## src/rtl/mmap_pkg.sv

```systemverilog
package mmap_pkg;
  localparam int LADDR_W  = 16;
  localparam int GADDR_W  = 23;
  localparam int PAGE_W   = 8;
  localparam int PROG_OFS = 14;
  localparam int RAM_OFS  = 12;
  localparam int EE_OFS   = 10;
  localparam int EE_PFX_W = GADDR_W - PAGE_W - EE_OFS;
  localparam int RAM_PAD  = GADDR_W - PAGE_W - RAM_OFS;
  localparam int FIX_PFX_W = GADDR_W - LADDR_W;

  typedef enum logic [1:0] {
    SEL_PROG = 2'd0,
    SEL_RAM  = 2'd1,
    SEL_EE   = 2'd2,
    SEL_CTRL = 2'd3
  } reg_sel_e;

  typedef enum logic [2:0] {
    WIN_OTHER = 3'd0,
    WIN_EE    = 3'd1,
    WIN_RAM   = 3'd2,
    WIN_LOW   = 3'd3,
    WIN_PROG  = 3'd4,
    WIN_TOP   = 3'd5
  } win_e;
endpackage

```

## src/rtl/mmap_page_regs.sv

```systemverilog
module mmap_page_regs
  import mmap_pkg::*;
#(
  parameter logic [PAGE_W-1:0] PPAGE_RST = 8'hFE,
  parameter logic [PAGE_W-1:0] RPAGE_RST = 8'hFD,
  parameter logic [PAGE_W-1:0] EPAGE_RST = 8'hFE,
  parameter logic              CTRL_RST  = 1'b0
) (
  input  logic              clk,
  input  logic              rst_n,
  input  logic [1:0]        sel,
  input  logic              wr,
  input  logic [PAGE_W-1:0] wdata,
  output logic [PAGE_W-1:0] rdata,
  output logic [PAGE_W-1:0] ppage,
  output logic [PAGE_W-1:0] rpage,
  output logic [PAGE_W-1:0] epage,
  output logic              ctrl
);
  reg_sel_e sel_e;
  logic en_p, en_r, en_e, en_c;
  logic [PAGE_W-1:0] ppage_d, rpage_d, epage_d;
  logic ctrl_d;

  assign sel_e = reg_sel_e'(sel);

  always_comb begin
    en_p = wr && (sel_e == SEL_PROG);
    en_r = wr && (sel_e == SEL_RAM);
    en_e = wr && (sel_e == SEL_EE);
    en_c = wr && (sel_e == SEL_CTRL);
    ppage_d = ppage;
    rpage_d = rpage;
    epage_d = epage;
    ctrl_d  = ctrl;
    if (en_p) ppage_d = wdata;
    if (en_r) rpage_d = wdata;
    if (en_e) epage_d = wdata;
    if (en_c) ctrl_d  = wdata[0];
  end

  always_ff @(posedge clk or negedge rst_n) begin
    if (!rst_n) begin
      ppage <= PPAGE_RST;
      rpage <= RPAGE_RST;
      epage <= EPAGE_RST;
      ctrl  <= CTRL_RST;
    end else begin
      ppage <= ppage_d;
      rpage <= rpage_d;
      epage <= epage_d;
      ctrl  <= ctrl_d;
    end
  end

  always_comb begin
    unique case (sel_e)
      SEL_PROG: rdata = ppage;
      SEL_RAM:  rdata = rpage;
      SEL_EE:   rdata = epage;
      default:  rdata = {{(PAGE_W-1){1'b0}}, ctrl};
    endcase
  end

  // a write lands one edge later
  assert_prog_write_R2: assert property (@(posedge clk) disable iff (!rst_n)
    (wr && sel == 2'd0) |=> (ppage == $past(wdata)));
  assert_ram_write_R2: assert property (@(posedge clk) disable iff (!rst_n)
    (wr && sel == 2'd1) |=> (rpage == $past(wdata)));
  // control keeps bit 0 only
  assert_ctrl_write_R12: assert property (@(posedge clk) disable iff (!rst_n)
    (wr && sel == 2'd3) |=> (ctrl == $past(wdata[0])));
  assert_no_write_R2: assert property (@(posedge clk) disable iff (!rst_n)
    !wr |=> $stable(epage));
endmodule

```

## src/rtl/mmap_win_decode.sv

```systemverilog
module mmap_win_decode
  import mmap_pkg::*;
(
  input  logic [5:0] addr_hi,
  output win_e       win
);
  always_comb begin
    if (addr_hi[5:4] == 2'b11)        win = WIN_TOP;
    else if (addr_hi[5:4] == 2'b10)   win = WIN_PROG;
    else if (addr_hi[5:4] == 2'b01)   win = WIN_LOW;
    else if (addr_hi[5:2] == 4'h1)    win = WIN_RAM;
    else if (addr_hi == 6'b000010)    win = WIN_EE;
    else                              win = WIN_OTHER;
  end
endmodule

```

## src/rtl/mmap_addr_gen.sv

```systemverilog
module mmap_addr_gen
  import mmap_pkg::*;
#(
  parameter logic [PAGE_W-1:0]   PROG_INT_MIN = 8'hE0,
  parameter logic [EE_PFX_W-1:0] EE_PREFIX    = 5'h04
) (
  input  logic               clk,
  input  logic               rst_n,
  input  win_e               win,
  input  logic [LADDR_W-1:0] addr,
  input  logic [PAGE_W-1:0]  ppage,
  input  logic [PAGE_W-1:0]  rpage,
  input  logic [PAGE_W-1:0]  epage,
  input  logic               ctrl,
  output logic [GADDR_W-1:0] gaddr,
  output logic               ext
);
  localparam logic [FIX_PFX_W-1:0] INT_PFX = 7'h7F;
  localparam logic [FIX_PFX_W-1:0] EXT_PFX = 7'h14;

  always_comb begin
    gaddr = {INT_PFX, addr};
    ext   = 1'b0;
    unique case (win)
      WIN_EE:   gaddr = {EE_PREFIX, epage, addr[EE_OFS-1:0]};
      WIN_RAM:  gaddr = {{RAM_PAD{1'b0}}, rpage, addr[RAM_OFS-1:0]};
      WIN_LOW: begin
        if (ctrl) begin
          gaddr = {EXT_PFX, addr};
          ext   = 1'b1;
        end
      end
      WIN_PROG: begin
        gaddr = {1'b1, ppage, addr[PROG_OFS-1:0]};
        ext   = (ppage < PROG_INT_MIN);
      end
      default: ;
    endcase
  end

  assert_top_fixed_R5: assert property (@(posedge clk) disable iff (!rst_n)
    (addr[15:14] == 2'b11) |-> (gaddr[22:16] == 7'h7F && !ext));
  assert_prog_shape_R3: assert property (@(posedge clk) disable iff (!rst_n)
    (addr[15:14] == 2'b10) |-> (gaddr[22] && gaddr[13:0] == addr[13:0]));
  assert_low_ext_R7: assert property (@(posedge clk) disable iff (!rst_n)
    (addr[15:14] == 2'b01) |-> (ext == ctrl));
  assert_ram_zero_R8: assert property (@(posedge clk) disable iff (!rst_n)
    (addr[15:12] == 4'h1) |-> (gaddr[22:20] == 3'b000 && !ext));
  assert_ee_prefix_R9: assert property (@(posedge clk) disable iff (!rst_n)
    (addr[15:10] == 6'b000010) |-> (gaddr[22:18] == EE_PREFIX && !ext));
endmodule

```

## src/rtl/mmap_xlate.sv

```systemverilog
module mmap_xlate
  import mmap_pkg::*;
#(
  parameter logic [7:0] PPAGE_RST    = 8'hFE,
  parameter logic [7:0] RPAGE_RST    = 8'hFD,
  parameter logic [7:0] EPAGE_RST    = 8'hFE,
  parameter logic       CTRL_RST     = 1'b0,
  parameter logic [7:0] PROG_INT_MIN = 8'hE0,
  parameter logic [4:0] EE_PREFIX    = 5'h04
) (
  input  logic        clk,
  input  logic        rst_n,
  input  logic [1:0]  reg_sel,
  input  logic        reg_wr,
  input  logic [7:0]  reg_wdata,
  output logic [7:0]  reg_rdata,
  input  logic [15:0] cpu_addr,
  output logic [22:0] glb_addr,
  output logic        ext_acc,
  output logic [2:0]  win_code
);
  logic [1:0] rst_sync;
  logic       rst_int_n;
  logic [PAGE_W-1:0] ppage, rpage, epage;
  logic ctrl;
  win_e win;

  always_ff @(posedge clk or negedge rst_n) begin
    if (!rst_n) rst_sync <= 2'b00;
    else        rst_sync <= {rst_sync[0], 1'b1};
  end
  assign rst_int_n = rst_sync[1];

  mmap_page_regs #(
    .PPAGE_RST(PPAGE_RST), .RPAGE_RST(RPAGE_RST),
    .EPAGE_RST(EPAGE_RST), .CTRL_RST(CTRL_RST)
  ) u_regs (
    .clk(clk), .rst_n(rst_int_n), .sel(reg_sel), .wr(reg_wr),
    .wdata(reg_wdata), .rdata(reg_rdata),
    .ppage(ppage), .rpage(rpage), .epage(epage), .ctrl(ctrl)
  );

  mmap_win_decode u_dec (
    .addr_hi(cpu_addr[15:10]), .win(win)
  );

  mmap_addr_gen #(
    .PROG_INT_MIN(PROG_INT_MIN), .EE_PREFIX(EE_PREFIX)
  ) u_gen (
    .clk(clk), .rst_n(rst_int_n), .win(win), .addr(cpu_addr),
    .ppage(ppage), .rpage(rpage), .epage(epage), .ctrl(ctrl),
    .gaddr(glb_addr), .ext(ext_acc)
  );

  assign win_code = win;

  // exactly one class reported, and the code stays in range
  assert_win_range_R11: assert property (@(posedge clk) disable iff (!rst_int_n)
    win_code <= 3'd5);
endmodule

```

## config.mk

```make
export PLATFORM = sky130hd
export DESIGN_NAME = mmap_xlate
export DESIGN_NICKNAME = d
export VERILOG_FILES = /design/src/rtl/mmap_pkg.sv /design/src/rtl/mmap_page_regs.sv /design/src/rtl/mmap_win_decode.sv /design/src/rtl/mmap_addr_gen.sv /design/src/rtl/mmap_xlate.sv
export SDC_FILE = /design/constraint.sdc
export NUM_CORES = 1
export LEC_CHECK = 0
export ABC_CLOCK_PERIOD_IN_PS = 1840
export BUFFER_PORTS_ARGS = -buffer_cell sky130_fd_sc_hd__buf_2
export CORE_MARGIN = 3
export CORE_UTILIZATION = 49
export CTS_CLUSTER_DIAMETER = 120
export CTS_CLUSTER_SIZE = 25
export DETAILED_ROUTE_END_ITERATION = 6
export PLACE_DENSITY = 0.9
export SLEW_MARGIN = 15
export SYNTH_ARGS = -nofsm -noshare
export SYNTH_HDL_FRONTEND = slang
export SYNTH_SLANG_ARGS = --single-unit
```

## constraint.sdc

```tcl
create_clock -name clk -period 1.84 [get_ports clk]
set_clock_uncertainty 0.05 [all_clocks]
set_input_delay 0 -clock clk [delete_from_list [all_inputs] [get_ports clk]]
set_output_delay 0 -clock clk [all_outputs]
set_load 0.05 [all_outputs]
```

==> results.sh, run 1 <==
export IMPL_core_area_um2=3200
export IMPL_antenna_found_initial=0
export IMPL_fin_crit_sh_pct=97.8
export IMPL_synth_fp_nets=187
export IMPL_cts_buffers=3
export IMPL_antenna_cells=0
export IMPL_path_max_fanout=6
export IMPL_yosys_register_bits=27
export IMPL_clockRootBuffer="clkbuf_4"
export IMPL_finalSetupViolCount=0
export IMPL_synth_seq_area_share_pct=40.4
export IMPL_dp_hpwl_mm=3.20
export IMPL_fmax_mhz=556
export IMPL_path_class="in -> out"
export IMPL_die_w_um=65.6
export IMPL_gp_congestion=0.799
export IMPL_fp_dieH_um=65.6
export IMPL_grt_pass1_wl_mm=7.16
export IMPL_cts_num_sinks=27
export IMPL_cp_slowest_cell="or3_1"
export IMPL_yosysTopAreaCell="dfstp_2"
export IMPL_synthMuxAreaShare_pct=23.7
export IMPL_slew_headroom_pct=65.7
export IMPL_cp_end_kind="output port"
export IMPL_synthFlopType="dfstp_2"
export IMPL_drtAntennaViolNets=0
export IMPL_first_pass_iters=5
export IMPL_clock_path_buffers=2
export IMPL_outcome="completed"
export IMPL_pwr_density_cell_nw_per_um2=867
export IMPL_synthSimpleGateAreaFrac_pct=10.3
export IMPL_grtUsageTotal_pct=21.7
export IMPL_synth_compound_area_share_pct=13.9
export IMPL_drv_slew=0
export IMPL_netlist_top_cells_area="dfstp_2 (32%), mux2_2 (16%), dfrtp_1 (8.6%)"
export IMPL_grt_pass1_vias=1490
export IMPL_nNetsFinal=252
export IMPL_synth_most_common_cell="mux2_2"
export IMPL_synth_edf_count=0
export IMPL_hp_class="in -> reg"
export IMPL_insertion_delay_ns=0.31
export IMPL_path_cells="buf_6 -> inv_12 -> ha_4 -> mux2_4 -> a31o_4 -> mux2i_4 -> or3_1 -> o211ai_1 -> buf_4"
export IMPL_start_util_pct=54.3
export IMPL_crit_arrival_ns=1.75
export IMPL_timing_hold_ws_ns=0.00585
export IMPL_synth_cells=152
export IMPL_finalHoldViolCount=0
export IMPL_grt_ovfl_total=0
export IMPL_ys_warn_count=0
export IMPL_tritoncts="yes"
export IMPL_drc=0
export IMPL_syn_area_um2=1740
export IMPL_htreeDepth=1
export IMPL_tightestPinTransition_ns=0.512
export IMPL_netlist_top_cells_count="mux2_2 (25), dfstp_2 (21), nand2_1 (11)"
export IMPL_synth_cell_types=42
export IMPL_area_growth_pct=34.4
export IMPL_vdd_drop_max_v=0.000591
export IMPL_wl_per_cell_um=17.6
export IMPL_syn_avg_cell_area_um2=11.4
export IMPL_drt_iter0_drc=102
export IMPL_clkSlewWorstSetupHoldPaths_ns=0.14
export IMPL_synthArstFlopShare_pct=100
export IMPL_cap_violations=0
export IMPL_seqCellArea_um2=702
export IMPL_netlist_area_leader_share_pct=31.7
export IMPL_multiInputGateArea_um2=977
export IMPL_finish_utilization_pct=72.9
export IMPL_io_buffers=43
export IMPL_grt_max_degree=26
export IMPL_die_area_um2=4300
export IMPL_num_vias=1472
export IMPL_routed_via_density=5.66
export IMPL_slowest_delay_ns=0.33
export IMPL_drive_above_1_share_pct=57.4
export IMPL_synthAdderAreaFrac_pct=4.32
export IMPL_rows=20
export IMPL_fillerInstances=262
export IMPL_routed_wl_mm=4.56
export IMPL_ios=64
export IMPL_p_leak_nw=1.03
export IMPL_synth_top_family_by_area="multiplexers"
export IMPL_period_minus_slack_ns=1.80
export IMPL_crit_path_start_kind="input pin"
export IMPL_cp_required_ns=1.79
export IMPL_synth_xor_area_share_pct=0
-- registers in the layout, indices dropped and copies added (netlist names) --
name and flops:
u_regs.ctrl 1, u_regs.ppage 8, u_regs.rpage 8, rst_sync 2, u_regs.epage 8
-- what timing repair did --
| action | 4_1_cts | 5_1_grt |
|---|---|---|
| setup endpoints to repair | 4 | 7 |
| pin swaps | 0 | 5 |
| cloned | 0 | 0 |
| hold buffers | 20 | 0 |
| resized for setup | 5 | 11 |
| buffers inserted | 0 | 1 |
| endpoints found under the hold margin | 37 | 0 |
-- critical path, delay by kind of cell --
| kind | cells | cell delay [ns] |
|---|---|---|
| mux | 2 | 0.50 |
| fa+ha+maj | 1 | 0.16 |
| buf+inv | 3 | 0.39 |
| simple gates | 1 | 0.33 |
| compound gates | 2 | 0.37 |
-- routing by layer --
metal,track usage [%],wire (µm),vias up
li1,-,-,685
met1,27.9,1970,722
met2,38.6,2330,63
met3,2.56,241,2
met4,5.44,21,0
met5,0,0,-
-- cell type report --
class | instances | share of cell area (%)
clock buffers | 4 | 1.12
flip-flops and latches | 27 | 30.0
inverters | 6 | 1.71
repair buffers | 75 | 22.9
multi-input cells | 104 | 41.8
well taps | 44 | 2.36
-- layout by cell type, fill, tap and decap left out, drive strengths merged, types with 3 or more instances in the layout --
cell type and count:
mux2 26, nor2 3, nand3 3, a222oi 3, clkbuf 4, a22oi 3
inv 6, dfrtp 6, o21ai 11, dfstp 21, nor2b 3, dlygate4sd3 20
buf 55, mux2i 8, ha 6, nand2 11
-- report_power, final --
part / internal, mW / total (mW) / switching [mW] / leakage (nW)
Clock: 0.0847 / 0.247 / 0.162 / 0.0150
Sequential: 0.767 / 0.864 / 0.0976 / 0.291
Combinational: 0.334 / 0.913 / 0.579 / 0.724
Total: 1.19 / 2.02 / 0.839 / 1.03
-- through the flow --
stage / setup slack (ns) / setup TNS, ns / cells / power (mW) / area [µm²]
floorplan: -0.0794 / -0.281 / 152 / 1.52 / 1800
global placement: -0.000280 / -0.000280 / 235 / 1.65 / 2050
detailed placement: -0.0721 / -0.124 / 235 / 1.67 / 2050
CTS: 0.0218 / 0 / 259 / 2.00 / 2290
global route: -0.00430 / -0.00430 / 260 / 2.14 / 2340
finish: 0.0403 / 0 / 260 / 2.02 / 2340
-- cells by family after synthesis --
family	Yosys count
other	1
AOI/OAI and AO/OA	31
and+or+nand+nor	31
adders and majority gates	6
muxes	35
DFF	27
buffers and inverters	21
-- final timing paths --
kind / cells after the start / start / to / slack, ns
setup / recovery: 9 / cpu_addr[15] / glb_addr[14] / 0.04
hold / removal: 3 / reg_wr / u_regs.ctrl$_DFFE_PN0P_ / 0.006
setup reg to reg: 1 / u_regs.ctrl$_DFFE_PN0P_ / u_regs.ctrl$_DFFE_PN0P_ / 0.95
hold reg to reg: 1 / rst_sync[1]$_DFF_PN0_ / u_regs.rpage[1]$_DFFE_PN0P_ / 0.18
max in group asynchronous: 3 / rst_n / rst_sync[1]$_DFF_PN0_ / 1.16
min in group asynchronous: 1 / rst_sync[1]$_DFF_PN0_ / u_regs.rpage[1]$_DFFE_PN0P_ / 0.18
No activity file was read; power rests on OpenSTA's default activity.
==> run 2, diff against run 1 <==
--- a/config.mk
+++ b/config.mk
@@ -16,4 +16,5 @@
 export SLEW_MARGIN = 15
 export SYNTH_ARGS = -nofsm -noshare
 export SYNTH_HDL_FRONTEND = slang
+export SYNTH_HIERARCHICAL = 1
 export SYNTH_SLANG_ARGS = --single-unit
==> run 2 against run 1 <==
Area after synthesis increased by 0.22%. Sequential cell count stayed put. Sequential power grew 0.7%. Global-route usage decreased by 1.7 points. First-iteration DRC count is 47% higher. Die area up 0.20%. Sequential share of layout area is 1.4 points higher. Synthesized cell count stayed put. Worst hold slack better by 0.11 ns. Count of clock-buffer cells in the layout unchanged.
==> results.sh, run 2 <==
export IMPL_outcome="completed"
export IMPL_slowest_delay_ns=0.54
export IMPL_hp_class="in -> reg"
export IMPL_insertion_delay_ns=0.31
export IMPL_cts_setup_buffers=0
export IMPL_synth_cells=152
export IMPL_path_max_fanout=8
export IMPL_crit_family="simple AND/OR/NAND/NOR gates"
export IMPL_r2r_start="u_regs/ctrl$_DFFE_PN0P_"
export IMPL_routed_wl_mm=4.18
export IMPL_grtUsageTotal_pct=20.0
export IMPL_rsz0062_at_grt="false"
export IMPL_drive_above_1_share_pct=58.3
export IMPL_synthArstFlopShare_pct=100
export IMPL_synth_cell_types=40
export IMPL_die_area_um2=4310
export IMPL_drtAntennaViolNets=0
export IMPL_routed_via_density=5.72
export IMPL_cp_required_ns=1.79
export IMPL_synth_edf_count=0
export IMPL_r2r_end="u_regs/ctrl$_DFFE_PN0P_"
export IMPL_rows=21
export IMPL_final_cell_mix="buf_2 (43), mux2_2 (25), dlygate4sd3_1 (21), dfstp_2 (21), nand2_1 (14)"
export IMPL_hold_depth=3
export IMPL_path_depth=7
export IMPL_cpMostUsedCell="buf_2"
export IMPL_wl_per_cell_um=16.3
export IMPL_cap_violations=0
export IMPL_pwr_density_cell_nw_per_um2=855
export IMPL_path_class="in -> out"
export IMPL_synth_most_common_cell="mux2_2"
export IMPL_total_power_mw=1.91
export IMPL_netlist_top_cells_area="dfstp_2 (32%), mux2_2 (16%), dfrtp_1 (8.6%)"
export IMPL_cp_buffers_inverters=2
export IMPL_finish_utilization_pct=65.9
export IMPL_timing_final_ws_setup_ns=0.0812
export IMPL_netlist_area_leader_share_pct=31.7
export IMPL_seqCellArea_um2=702
export IMPL_cp_slowest_cell="or4b_4"
export IMPL_start_util_pct=51.4
export IMPL_min_to="u_regs/ctrl$_DFFE_PN0P_"
export IMPL_min_delay_start="reg_sel[0]"
export IMPL_synth_fp_nets=181
export IMPL_core_area_um2=3390
export IMPL_yosys_register_bits=27
export IMPL_die_w_um=65.6
export IMPL_cts_buffers=3
export IMPL_r2r_setup_slack_ns=0.92
export IMPL_finalHoldViolCount=0
export IMPL_cts_num_sinks=27
export IMPL_r2r_cells=1
export IMPL_antenna_found_initial=0
export IMPL_ios=64
export IMPL_tightestPinTransition_ns=0.501
export IMPL_tritoncts="yes"
export IMPL_crit_arrival_ns=1.71
export IMPL_finalSetupViolCount=0
export IMPL_grt_pass1_wl_mm=6.65
export IMPL_multiInputGateArea_um2=936
export IMPL_clkSlewWorstSetupHoldPaths_ns=0.14
export IMPL_synthFlopType="dfstp_2"
export IMPL_syn_avg_cell_area_um2=11.5
export IMPL_slew_headroom_pct=66.5
export IMPL_io_buffers=43
export IMPL_crit_path_start_kind="input pin"
export IMPL_vdd_drop_max_v=0.000752
export IMPL_dp_hpwl_mm=3.03
export IMPL_clockRootBuffer="clkbuf_4"
export IMPL_grt_ovfl_total=0
export IMPL_largestRegisters="u_regs/epage: 8 flops, u_regs/ppage: 8 flops, u_regs/rpage: 8 flops"
export IMPL_fin_crit_sh_pct=95.6
export IMPL_netlist_top_cells_count="mux2_2 (25), dfstp_2 (21), nand2_1 (14)"
export IMPL_drc=0
export IMPL_antenna_cells=0
export IMPL_period_minus_slack_ns=1.76
export IMPL_grt_max_degree=26
export IMPL_ys_warn_count=6
export IMPL_nNetsFinal=241
export IMPL_gp_congestion=0.899
export IMPL_final_common_cell="buf_2"
export IMPL_htreeDepth=1
export IMPL_drv_slew=0
export IMPL_first_pass_iters=4
export IMPL_num_vias=1469
export IMPL_syn_area_um2=1740
export IMPL_p_leak_nw=0.959
export IMPL_fp_dieH_um=65.6
export IMPL_synth_seq_area_share_pct=40.3
export IMPL_area_growth_pct=28.3
export IMPL_path_cells="buf_2 -> or4b_4 -> o21ai_4 -> or3b_1 -> nand2_1 -> o211ai_1 -> buf_2"
export IMPL_yosysTopAreaCell="dfstp_2"
export IMPL_fmax_mhz=569
export IMPL_grt_pass1_vias=1349
export IMPL_clock_path_buffers=2
export IMPL_drt_iter0_drc=150
export IMPL_cp_end_kind="output port"
export IMPL_dp_slack_ns=0.0672
export IMPL_fillerInstances=253
[run 2: cell count changes after synthesis, moves of 3 or more]
cell and delta:
o22ai_1 +5, a22oi_1 -3, o2bb2ai_1 +7, a21oi_1 +6, inv_1 -4, nand2_1 +3
ha_1 -6, o21ai_0 -9, a222oi_1 -3
[run 2: what timing repair did]
action	4_1_cts	5_1_grt
hold buffers	20	1
resized for setup	0	0
endpoints found under the hold margin	37	1
setup endpoints to repair	0	2
[run 2: how the worst max path moves through the flow]
stage                 startpoint            to  slack, ns
floorplan           cpu_addr[13]  glb_addr[14]      -0.19
global route        cpu_addr[13]  glb_addr[15]       0.01
global placement    cpu_addr[13]  glb_addr[15]        0.1
detailed placement  cpu_addr[13]  glb_addr[15]       0.07
finish              cpu_addr[13]  glb_addr[15]       0.08
CTS                 cpu_addr[13]  glb_addr[15]       0.06
[run 2: metal layers]
layer	share of wire (%)	track usage (%)	up-vias
met5	0	0	-
met1	43	26.9	724
met4	1.1	5.96	0
li1	-	-	678
met2	49	34.0	63
met3	6.5	1.54	4
[run 2: kinds of logic after synthesis]
| logic type | after synthesis | synth area share [%] |
|---|---|---|
| compound gates | 34 | 15.3 |
| other cells | 1 | 0.215 |
| buf+inv | 21 | 8.76 |
| flops | 27 | 40.3 |
| simple gates | 36 | 13.9 |
| mux | 33 | 21.5 |
[run 2: power by group]
part / internal [mW] / total, mW / switching, mW
sequential: 0.767 / 0.870 / 0.103
combinational: 0.289 / 0.791 / 0.501
clock: 0.0846 / 0.249 / 0.165
[run 2: layout make-up]
type	instances	area share, %
tap	46	2.58
clock buffer	4	1.18
multi-input combinational	104	41.9
inverter	4	0.672
timing repair buffer	72	22.3
sequential	27	31.4
[run 2: metrics by stage]
step,area (µm²),hold slack (ns),instances,TNS (ns)
final,2230,0.114,257,0
after global routing,2230,0.102,257,0
after CTS,2220,0.0117,256,0
after detailed placement,2000,-0.261,232,0
after global placement,2000,-0.264,232,0
after floorplan,1790,-0.346,152,-0.415
==> run 3, diff against run 2 <==
--- a/config.mk
+++ b/config.mk
@@ -13,6 +13,7 @@
 export CTS_CLUSTER_SIZE = 25
 export DETAILED_ROUTE_END_ITERATION = 6
 export PLACE_DENSITY = 0.9
+export REMOVE_ABC_BUFFERS = 1
 export SLEW_MARGIN = 15
 export SYNTH_ARGS = -nofsm -noshare
 export SYNTH_HDL_FRONTEND = slang
==> run 3 against run 2 <==
Cell count grew 0.39%. Global-route usage shrank 0.28 points. Setup slack lost 0.013 ns. Count of clock-buffer cells in the layout is the same. Clock power is essentially flat. Sequential share of layout area grew 0.50 points. Highest routed layer unchanged.
==> results.sh, run 3 (synthesis results as in run 2) <==
export IMPL_outcome="completed"
export IMPL_first_pass_iters=4
export IMPL_htreeDepth=1
export IMPL_drc=0
export IMPL_layout_cells_non_filler=258
export IMPL_routed_wl_mm=4.26
export IMPL_crit_arrival_ns=1.72
export IMPL_wl_per_cell_um=16.5
export IMPL_die_area_um2=4310
export IMPL_core_area_um2=3390
export IMPL_fin_crit_sh_pct=96.3
export IMPL_drt_iter0_drc=91
export IMPL_placed_cells=233
export IMPL_period_minus_slack_ns=1.77
export IMPL_drv_slew=0
export IMPL_io_buffers=43
export IMPL_clkSlewWorstSetupHoldPaths_ns=0.14
export IMPL_start_util_pct=51.4
export IMPL_drtAntennaViolNets=0
export IMPL_nNetsFinal=242
export IMPL_largestRegisters="u_regs/epage: 8 flops, u_regs/ppage: 8 flops, u_regs/rpage: 8 flops"
export IMPL_cap_violations=0
export IMPL_slew_headroom_pct=64.9
export IMPL_grt_max_degree=26
export IMPL_path_class="in -> out"
export IMPL_drive_above_1_share_pct=55.2
export IMPL_tightestPinTransition_ns=0.527
export IMPL_gp_congestion=0.903
export IMPL_vdd_drop_max_v=0.000489
export IMPL_cts_buffers=3
export IMPL_hp_class="in -> reg"
export IMPL_final_cell_mix="buf_2 (40), mux2_2 (25), dfstp_2 (21)"
export IMPL_finalSetupTns_ns=0
export IMPL_antenna_cells=0
export IMPL_ios=64
export IMPL_finish_utilization_pct=64.9
export IMPL_finalSetupViolCount=0
export IMPL_clockRootBuffer="clkbuf_4"
export IMPL_num_vias=1422
export IMPL_grt_pass1_wl_mm=6.51
export IMPL_path_max_fanout=8
export IMPL_fmax_mhz=565
export IMPL_cp_end_kind="output port"
export IMPL_die_w_um=65.6
export IMPL_grtUsageTotal_pct=19.7
export IMPL_area_growth_pct=26.3
export IMPL_timing_hold_ws_ns=0.0286
export IMPL_dp_hpwl_mm=3.03
export IMPL_grt_pass1_vias=1339
export IMPL_crit_path_start_kind="input pin"
export IMPL_insertion_delay_ns=0.32
export IMPL_pwr_density_cell_nw_per_um2=866
export IMPL_rows=21
export IMPL_antenna_found_initial=0
export IMPL_tritoncts="yes"
export IMPL_grt_ovfl_total=0
export IMPL_cp_required_ns=1.79
export IMPL_finalHoldViolCount=0
export IMPL_clock_path_buffers=2
export IMPL_routed_via_density=5.51
export IMPL_fp_dieH_um=65.6
export IMPL_cts_num_sinks=27
export IMPL_p_leak_nw=0.958
export IMPL_final_common_cell="buf_2"
-- run 3: cell types whose count changed in the layout (fill, tap and decap cells not counted), sizes merged --
| cell | change |
|---|---|
| buf | +1 |
| clkbuf | +1 |
| dlygate4sd3 | -1 |
-- run 3: final timing paths --
path	slack, ns	end	cells after the start	start
max reg2reg	0.95	u_regs/ctrl$_DFFE_PN0P_	1	u_regs/ctrl$_DFFE_PN0P_
max	0.07	glb_addr[14]	8	cpu_addr[15]
min	0.03	u_regs/ctrl$_DFFE_PN0P_	3	reg_wr
min in group asynchronous	0.18	u_regs/ctrl$_DFFE_PN0P_	1	rst_sync[1]$_DFF_PN0_
max in group asynchronous	1.17	rst_sync[1]$_DFF_PN0_	3	rst_n
min reg2reg	0.18	u_regs/ctrl$_DFFE_PN0P_	1	rst_sync[1]$_DFF_PN0_
-- run 3: critical path, cell delays in order --
cell and delay, ns:
buf_2 0.10, or4b_1 0.53, o21ai_2 0.17, buf_6 0.15, or3b_4 0.40, nand2_1 0.08, o211ai_1 0.08, buf_4 0.20
-- run 3: per-layer routing --
layer / track usage (%) / vias to the layer above / routed length [µm]
met5: 0 / - / 0
met2: 32.4 / 46 / 2110
li1: - / 675 / -
met3: 2.56 / 7 / 168
met4: 6.74 / 0 / 62
met1: 26.5 / 694 / 1920
-- run 3: repair_timing --
item	CTS	global route
resized for setup	2	5
setup endpoints to repair	2	7
hold buffers	20	0
endpoints found under the hold margin	37	0
setup buffers	0	1
-- run 3: through the flow --
stage	setup WS [ns]	total power [mW]	instance area (µm²)
CTS	0.00831	1.91	2180
detailed placement	0.00189	1.57	1940
floorplan	-1.15	1.36	1600
global route	-0.00479	1.99	2200
finish	0.0687	1.90	2200
global placement	0.0472	1.55	1940
-- run 3: report_power, final --
group	switching, mW	leakage [nW]	internal, mW
registers	0.101	0.291	0.768
clock network	0.166	0.0150	0.0850
logic	0.498	0.652	0.287
total	0.765	0.958	1.14
-- run 3: area by class of cell --
type                    count  area [µm²]
clock buffers               4        26.3
fillers                   284        1190
inverters                   4        15.0
multi-input cells         104         897
flip-flops and latches     27         702
well taps                  46        57.6
repair buffers             73         502
